===== src/rtl/ifwd_pkg.sv =====
package ifwd_pkg;
   typedef enum logic [1:0] {
      SEL_PEND = 2'd0,
      SEL_EN   = 2'd1,
      SEL_CFG  = 2'd2,
      SEL_NONE = 2'd3
   } csr_sel_e;
endpackage


===== src/rtl/ifwd_regs.sv =====
module ifwd_regs #(
   parameter int unsigned      SRC_W     = 32,
   parameter int unsigned      DATA_W    = 64,
   parameter logic [SRC_W-1:0] IMPL_MASK = 32'h8000_8000,
   parameter int unsigned      PORT_LSB  = 18,
   parameter int unsigned      PORT_W    = 3,
   parameter int unsigned      ODD_BIT   = 23,
   parameter int unsigned      NUM_LSB   = 58,
   parameter int unsigned      NUM_W     = 6
) (
   input  logic              clk_i,
   input  logic              rst_ni,
   input  logic [SRC_W-1:0]  ev_i,
   input  logic              req_i,
   input  logic              we_i,
   input  logic [1:0]        addr_i,
   input  logic [DATA_W-1:0] wdata_i,
   output logic              rsp_o,
   output logic [DATA_W-1:0] rdata_o,
   output logic [SRC_W-1:0]  pend_o,
   output logic [SRC_W-1:0]  en_o,
   output logic [PORT_W-1:0] port_o,
   output logic              odd_o,
   output logic [NUM_W-1:0]  num_o
);
   import ifwd_pkg::*;

   localparam logic [DATA_W-1:0] ONE_D    = DATA_W'(1);
   localparam logic [DATA_W-1:0] CFG_MASK =
        (((ONE_D << PORT_W) - ONE_D) << PORT_LSB)
      | (ONE_D << ODD_BIT)
      | (((ONE_D << NUM_W) - ONE_D) << NUM_LSB);

   logic [SRC_W-1:0]  pend_q, en_q, clr_vec;
   logic [DATA_W-1:0] cfg_q, rd_mux;
   csr_sel_e          sel;

   assign sel     = csr_sel_e'(addr_i);
   assign clr_vec = (req_i && we_i && sel == SEL_PEND) ? wdata_i[SRC_W-1:0] : '0;

   always_comb begin
      rd_mux = '0;
      unique case (sel)
         SEL_PEND: rd_mux[SRC_W-1:0] = pend_q;
         SEL_EN:   rd_mux[SRC_W-1:0] = en_q;
         SEL_CFG:  rd_mux = cfg_q;
         default:  rd_mux = '0;
      endcase
   end

   always_ff @(posedge clk_i) begin
      if (!rst_ni) begin
         pend_q  <= '0;
         en_q    <= '0;
         cfg_q   <= '0;
         rsp_o   <= 1'b0;
         rdata_o <= '0;
      end else begin
         pend_q <= ((pend_q & ~clr_vec) | ev_i) & IMPL_MASK;
         if (req_i && we_i && sel == SEL_EN)  en_q  <= wdata_i[SRC_W-1:0] & IMPL_MASK;
         if (req_i && we_i && sel == SEL_CFG) cfg_q <= wdata_i & CFG_MASK;
         rsp_o   <= req_i;
         rdata_o <= (req_i && !we_i) ? rd_mux : '0;
      end
   end

   assign pend_o = pend_q;
   assign en_o   = en_q;
   assign port_o = cfg_q[PORT_LSB +: PORT_W];
   assign odd_o  = cfg_q[ODD_BIT];
   assign num_o  = cfg_q[NUM_LSB +: NUM_W];
endmodule


===== src/rtl/ifwd_track.sv =====
module ifwd_track #(
   parameter int unsigned SRC_W = 32
) (
   input  logic             clk_i,
   input  logic             rst_ni,
   input  logic [SRC_W-1:0] live_i,
   input  logic [SRC_W-1:0] take_i,
   output logic [SRC_W-1:0] cand_o
);
   logic [SRC_W-1:0] live_q, fire_q;

   assign cand_o = (fire_q | (live_i & ~live_q)) & live_i;

   always_ff @(posedge clk_i) begin
      if (!rst_ni) begin
         live_q <= '0;
         fire_q <= '0;
      end else begin
         live_q <= live_i;
         fire_q <= cand_o & ~take_i;
      end
   end
endmodule


===== src/rtl/ifwd_pick.sv =====
module ifwd_pick #(
   parameter int unsigned SRC_W     = 32,
   parameter int unsigned SIDX_W    = 5,
   parameter bit          LOW_FIRST = 1'b1
) (
   input  logic [SRC_W-1:0]  cand_i,
   output logic              any_o,
   output logic [SIDX_W-1:0] idx_o
);
   assign any_o = |cand_i;

   generate
      if (LOW_FIRST) begin : g_low
         always_comb begin
            idx_o = '0;
            for (int i = SRC_W - 1; i >= 0; i--)
               if (cand_i[i]) idx_o = SIDX_W'(i);
         end
      end else begin : g_high
         always_comb begin
            idx_o = '0;
            for (int i = 0; i < SRC_W; i++)
               if (cand_i[i]) idx_o = SIDX_W'(i);
         end
      end
   endgenerate
endmodule


===== src/rtl/ifwd_unit.sv =====
module ifwd_unit #(
   parameter int unsigned      SRC_W     = 32,
   parameter int unsigned      DATA_W    = 64,
   parameter logic [SRC_W-1:0] IMPL_MASK = 32'h8000_8000,
   parameter int unsigned      PORT_LSB  = 18,
   parameter int unsigned      PORT_W    = 3,
   parameter int unsigned      ODD_BIT   = 23,
   parameter int unsigned      NUM_LSB   = 58,
   parameter int unsigned      NUM_W     = 6,
   parameter bit               LOW_FIRST = 1'b1,
   localparam int unsigned     SIDX_W    = $clog2(SRC_W),
   localparam int unsigned     DEST_W    = PORT_W + 1
) (
   input  logic              clk_i,
   input  logic              rst_ni,
   input  logic [SRC_W-1:0]  ev_i,
   input  logic              csr_req_i,
   input  logic              csr_we_i,
   input  logic [1:0]        csr_addr_i,
   input  logic [DATA_W-1:0] csr_wdata_i,
   output logic              csr_rsp_o,
   output logic [DATA_W-1:0] csr_rdata_o,
   output logic              fwd_valid_o,
   input  logic              fwd_ready_i,
   output logic [DEST_W-1:0] fwd_dest_o,
   output logic [NUM_W-1:0]  fwd_num_o,
   output logic [SIDX_W-1:0] fwd_src_o
);
   initial begin
      assert (SRC_W >= 2 && SRC_W <= DATA_W) else $error("SRC_W out of range");
      assert (PORT_LSB + PORT_W <= DATA_W)   else $error("port field exceeds data");
      assert (ODD_BIT < DATA_W)              else $error("odd bit exceeds data");
      assert (NUM_LSB + NUM_W <= DATA_W)     else $error("number field exceeds data");
      assert (IMPL_MASK != '0)               else $error("no implemented source");
   end

   logic [SRC_W-1:0]  pend_q, en_q, live, cand, take;
   logic [PORT_W-1:0] port;
   logic              odd, any, load;
   logic [NUM_W-1:0]  num;
   logic [SIDX_W-1:0] idx;

   ifwd_regs #(
      .SRC_W(SRC_W), .DATA_W(DATA_W), .IMPL_MASK(IMPL_MASK),
      .PORT_LSB(PORT_LSB), .PORT_W(PORT_W), .ODD_BIT(ODD_BIT),
      .NUM_LSB(NUM_LSB), .NUM_W(NUM_W)
   ) regs_i (
      .clk_i, .rst_ni, .ev_i,
      .req_i(csr_req_i), .we_i(csr_we_i), .addr_i(csr_addr_i), .wdata_i(csr_wdata_i),
      .rsp_o(csr_rsp_o), .rdata_o(csr_rdata_o),
      .pend_o(pend_q), .en_o(en_q), .port_o(port), .odd_o(odd), .num_o(num)
   );

   assign live = pend_q & en_q;

   ifwd_track #(.SRC_W(SRC_W)) track_i (
      .clk_i, .rst_ni, .live_i(live), .take_i(take), .cand_o(cand)
   );

   ifwd_pick #(.SRC_W(SRC_W), .SIDX_W(SIDX_W), .LOW_FIRST(LOW_FIRST)) pick_i (
      .cand_i(cand), .any_o(any), .idx_o(idx)
   );

   assign load = any && (!fwd_valid_o || fwd_ready_i);
   assign take = load ? (SRC_W'(1) << idx) : '0;

   always_ff @(posedge clk_i) begin
      if (!rst_ni) begin
         fwd_valid_o <= 1'b0;
         fwd_dest_o  <= '0;
         fwd_num_o   <= '0;
         fwd_src_o   <= '0;
      end else if (load) begin
         fwd_valid_o <= 1'b1;
         fwd_dest_o  <= {port, odd};
         fwd_num_o   <= num;
         fwd_src_o   <= idx;
      end else if (fwd_ready_i) begin
         fwd_valid_o <= 1'b0;
      end
   end
endmodule


===== config.mk =====
export PLATFORM = sky130hd
export DESIGN_NAME = ifwd_unit
export DESIGN_NICKNAME = d
export VERILOG_FILES = /design/src/rtl/ifwd_pkg.sv /design/src/rtl/ifwd_regs.sv /design/src/rtl/ifwd_track.sv /design/src/rtl/ifwd_pick.sv /design/src/rtl/ifwd_unit.sv
export SDC_FILE = /design/constraint.sdc
export NUM_CORES = 1
export LEC_CHECK = 0
export BUFFER_PORTS_ARGS = -buffer_cell sky130_fd_sc_hd__buf_2
export CAP_MARGIN = 20
export CORE_MARGIN = 4
export CORE_UTILIZATION = 40
export CTS_CLUSTER_DIAMETER = 150
export DETAILED_ROUTE_END_ITERATION = 10
export PLACE_DENSITY = 0.86
export SYNTH_ARGS = -nofsm -noshare
export SYNTH_HDL_FRONTEND = slang
export SYNTH_SLANG_ARGS = --single-unit

===== constraint.sdc =====
create_clock -name clk_i -period 1.65 [get_ports clk_i]
set_input_delay 0.495 -clock clk_i [delete_from_list [all_inputs] [get_ports clk_i]]
set_output_delay 0.495 -clock clk_i [all_outputs]
set_load 0.01 [all_outputs]

# Word-level counts from Yosys, hierarchy flattened
# Cells that the tools add are included.
# totals
romBits	0
latchBits	0
elab_cells	77
register_bits	163
memories	0
mem_bits_rw	0
output_inout_bits	81
# op_classes
n_div	0
mul	0
order_cmp	0
n_shift	1
addsub	0
bitwise	10
reduce_logical	14
eq_ne	2
muxes	37
# op_table
operator	n
32-bit bitwise AND	5
5-bit 2-to-1 mux	32
32-bit inverter	3
32-bit case mux with 3 select lines	1
32-bit 2-to-1 mux	2
32-bit OR	2
32-bit OR reduction	1
1-bit by 5-bit << shifter with 32-bit output, first input constant	1
1-bit logical AND	6
3-bit AND reduction	1
2-bit by 1-bit equality test with 1-bit output, second input constant	1
2-bit equality test, second input constant	1
1-bit zero test	2
2-bit zero test	1
1-bit 2-to-1 mux	2
2-bit AND reduction	1
2-bit nonzero test	1
1-bit logical OR	1

# Longest topological paths before layout
# logic_depth
depth_word	40
depth_mapped	5
ltp_nobuf	4

# By module
# From an unflattened synthesis, not the netlist that was laid out.
# unflattened
cells_unflattened	663
area_unflattened_um2	5632.9
# modules_own_cells
mod	area_each_um2	seq_area_each_um2	instances	cells_each
ifwd_track	2306.0	1281.2	1	227
ifwd_regs	1859.3	540.5	1	218
ifwd_unit	1082.3	320.3	1	153
ifwd_pick	385.4	0.0	1	65

# Worst setup path after synthesis
# No wires, ideal clock.
# synth_path
path_type	input to register
startpoint	in fwd_ready_i
endpoint	reg fwd_src_o[3]
n_path_buf	1
required_time_ns	1.535
arrival_time_ns	1.150
path_stages	4
slack_ns	0.386
cell_sequence	nor2b_1 a21oi_2 buf_6 o21a_1
# synth_via
elab_chain_len	2
# synth_rtl
element	line	text
start: declaration	ifwd_unit.sv:24	input logic fwd_ready_i,
1-bit logical OR	ifwd_unit.sv:64	assign load = any && (!fwd_valid_o || fwd_ready_i);
1-bit logical AND	ifwd_unit.sv:64	
end signal: assignment	ifwd_unit.sv:77	fwd_src_o <= idx;
end: declaration	ifwd_unit.sv:27	output logic [SIDX_W-1:0] fwd_src_o
# Every way passes these cells.
# A chain may end at the register's enable or synchronous reset.

# Worst setup path in the final report
# layout_path
startpoint	reg regs_i.pend_q[31] (netlist: regs_i.pend_o[31])
endpoint	reg fwd_num_o[2]
# layout_via
elab_chain_len	6
# layout_rtl
element	line	text
start: declaration	ifwd_regs.sv:34	logic [SRC_W-1:0] pend_q, en_q, clr_vec;
start signal: assignment	ifwd_regs.sv:59	pend_q <= ((pend_q & ~clr_vec) | ev_i) & IMPL_MASK;
32-bit bitwise AND *	ifwd_unit.sv:54	assign live = pend_q & en_q;
32-bit bitwise AND	ifwd_track.sv:12	assign cand_o = (fire_q | (live_i & ~live_q)) & live_i;
32-bit OR	ifwd_track.sv:12	
32-bit bitwise AND *	ifwd_track.sv:12	
32-bit OR reduction *	ifwd_pick.sv:10	assign any_o = |cand_i;
1-bit logical AND *	ifwd_unit.sv:64	
end signal: assignment	ifwd_unit.sv:76	fwd_num_o <= num;
end: declaration	ifwd_unit.sv:26	output logic [NUM_W-1:0] fwd_num_o,
# Mark *: on every way between the ends. The rest lies on a longest branch, timed or not.

==> impl_metrics.yaml <==
cells_and_area:
  drive_above_1_share_pct: 25.28
  n_antenna_cell: 0
  syn_to_final_growth_pct: 9.272
  finalNetCount: 367
grt:
  grt_overflow: 0
  grt_pass1_vias: 1176
  grt_pass1_wl_um: 5347
  grt_start_max_net_pins: 27
  grt_antenna_before_repair: 0
  grt_use_total_pct: 10.96
die:
  io-pin-count: 184
  core_region_area_sq_um: 4786
  start_util_pct: 42.01
  dieWidth_um: 78.90
  rows: 25
  die_h_um: 78.90
  die_area_sq_um: 6225
setup_path:
  crit_path_start_kind: "register"
  cp_cell_sequence: "o211ai_1, a21oi_4, mux2i_1"
  required_ns: 1.87
  critical_path.max_fanout: 11
  cp.arrival_ns: 1.63
  end_kind: "register"
  worst-setup-path-type: "reg2reg"
  slowest_stage: "a21oi_4"
  critical_path.max_stage_delay_ns: 0.46
synthesis:
  syn_inst: 216
  avgSynthCellArea_sq_um: 9.309
  ys_warn_count: 0
  ys_seq_elements: 44
  synth-seq-area-share_pct: 43.81
  ys_types: 32
  synth_area_sq_um: 2011
detailed_routing:
  via_per_inst: 4.051
  ant_nets: 0
  finalWirelength_um: 3521
  initialDrtViolationCount: 32
  route.vias.total: 1345
  drcViolationCount: 0
  detail_route.wl_per_cell_um: 10.61
  firstDrtPassIters: 4
sta:
  setup_viol_count_final: 0
  finalCriticalPeriod_ns: 1.410
  maxSlewViolCount: 0
  rsz0062_at_grt: "false"
  skew_ns: 0.002338
  fmax_ghz: 0.7090
  hold_viol: 0
  fin_setup_tns_ns: 0
  holdWs_ns: 0.3922
  finalCritPeriodShare_pct: 85.48
clocking:
  cts_tree: "built"
  ctsHoldBuffers: 0
  worst_skew_pair.late_latency_ns: 0.29
  path_clk_slew_ns: 0.08
  post_cts_buffers: 0
  htree_levels: 2
  cts-root-buf: "clkbuf_8"
  clockBufferDepth: 2
  cts.sinks: 44
  cts_buffers: 5
  cts_resized: 0
outcome:
  status: "completed"
placed_design:
  numPortBuffers: 49
  gp_congestion: 0.7957
  dp_hpwl_um: 2730
flow_run:
  cap_violations: 0
min_path:
  hp-class: "in2reg"
power:
  p_per_area_nw_per_um2: 869.4
  leakagePower_nw: 1.068
  vdd_ir_drop_max_mv: 0.2679
## cell type report
cell class	instances	area, sq um
Fill cell	470	2589
Clock inverter	3	23.77
Multi-Input combinational cell	155	849.6
Tap cell	67	83.83
Sequential cell	44	880.8
Inverter	6	22.52
Timing Repair Buffer	52	267.8
Clock buffer	5	68.82
## routing by layer
| layer | vias up | share of wire, % | GRT usage (%) |
|---|---|---|---|
| li1 | 682 | - | - |
| met2 | 80 | 43 | 17.06 |
| met3 | 5 | 13 | 3.741 |
| met5 | - | 0 | 0 |
| met1 | 578 | 42 | 13.19 |
| met4 | 0 | 1.8 | 6.186 |
## critical path: cells and delay by family (launching register included)
family          cells  cell delay, ns
mux                 1            0.28
compound gates      2            0.65
flops               1            0.40
## cells by family (layout without fill, tap and decap cells)
group / after synthesis / in the layout / share of synthesized area [%]
flip-flops: 44 / 44 / 43.81
AND/OR/NAND/NOR: 67 / 67 / 16.55
buffers and inverters: 68 / 66 / 23.83
other: 1 / 52 / 0.1865
AO/OA/AOI/OAI: 22 / 22 / 8.650
multiplexers: 14 / 14 / 6.969
## metrics by stage
step | total power, mW | util (%) | std cells | area, sq um | setup WS [ns]
floorplan | 1.308 | - | 267 | 2202 | 0.3856
global placement | 1.258 | 43.82 | 324 | 2097 | 0.07599
detailed placement | 1.261 | 43.82 | 324 | 2097 | 0.01700
CTS | 1.923 | 45.75 | 332 | 2190 | 0.03998
global route | 1.992 | 45.91 | 332 | 2197 | 0.1577
finish | 1.910 | 45.91 | 332 | 2197 | 0.2396
## registers in the layout, indices dropped and copies added (netlist names)
name	count
track_i.fire_q	2
regs_i.pend_o	2
regs_i.en_o	2
regs_i.rdata_o	12
regs_i.rsp_o	1
fwd_src_o	2
regs_i.cfg_q	10
track_i.live_q	2
fwd_dest_o	4
fwd_valid_o	1
fwd_num_o	6
## layout by cell type (no fill, tap or decap), types with 2 or more instances in the layout
| master | Yosys | routed |
|---|---|---|
| a31oi_1 | 2 | 2 |
| buf_2 | 1 | 49 |
| inv_1 | 6 | 6 |
| and2_1 | 10 | 10 |
| a21boi_1 | 10 | 10 |
| nor4_1 | 2 | 2 |
| nor2b_1 | 3 | 3 |
| mux2i_1 | 14 | 14 |
| o21ai_0 | 2 | 2 |
| o211a_1 | 2 | 2 |
| conb_1 | 1 | 52 |
| clkinvlp_4 | 0 | 2 |
| and3_1 | 3 | 3 |
| nand2_1 | 41 | 41 |
| dfxtp_1 | 44 | 44 |
| clkbuf_8 | 0 | 5 |
| buf_4 | 55 | 3 |
## synthesized netlist by cell type (all sizes together)
cell,n,share of area [%]
clkbuf,4,0.81
nor4,2,0.62
nor2,2,0.50
nand4b,1,0.44
o31a,1,0.44
o21a,1,0.37
a31oi,2,0.62
o211a,2,1.0
mux2i,14,7.0
nand2b,1,0.68
o211ai,2,1.0
nor3,2,1.1
a21boi,10,3.7
conb,1,0.19
a21oi,1,0.44
inv,6,1.1
dfxtp,44,44
nand2,42,8.0
and3,3,0.93
buf,58,22
o221a,1,0.56
and2,10,3.1
o21ai,2,0.50
nor2b,3,0.93
or2,1,0.31
## path summary, 6_finish.rpt
path | end | start | cells past startpoint | slack (ns)
max reg2reg | fwd_num_o[2]$_SDFFE_PN0P_ | regs_i.pend_o[31]$_SDFF_PN0_ | 3 | 0.24
max | fwd_num_o[2]$_SDFFE_PN0P_ | regs_i.pend_o[31]$_SDFF_PN0_ | 3 | 0.24
min reg2reg | fwd_dest_o[1]$_SDFFE_PN0P_ | fwd_dest_o[1]$_SDFFE_PN0P_ | 2 | 0.46
min | regs_i.pend_o[31]$_SDFF_PN0_ | csr_wdata_i[31] | 2 | 0.39
## report_power, final
part           internal [mW]  leakage, nW  switching (mW)
Combinational         0.0459        0.672           0.110
Clock                  0.299       0.0404           0.370
Sequential              1.07        0.356          0.0105
(Power assumes the default switching activity.)
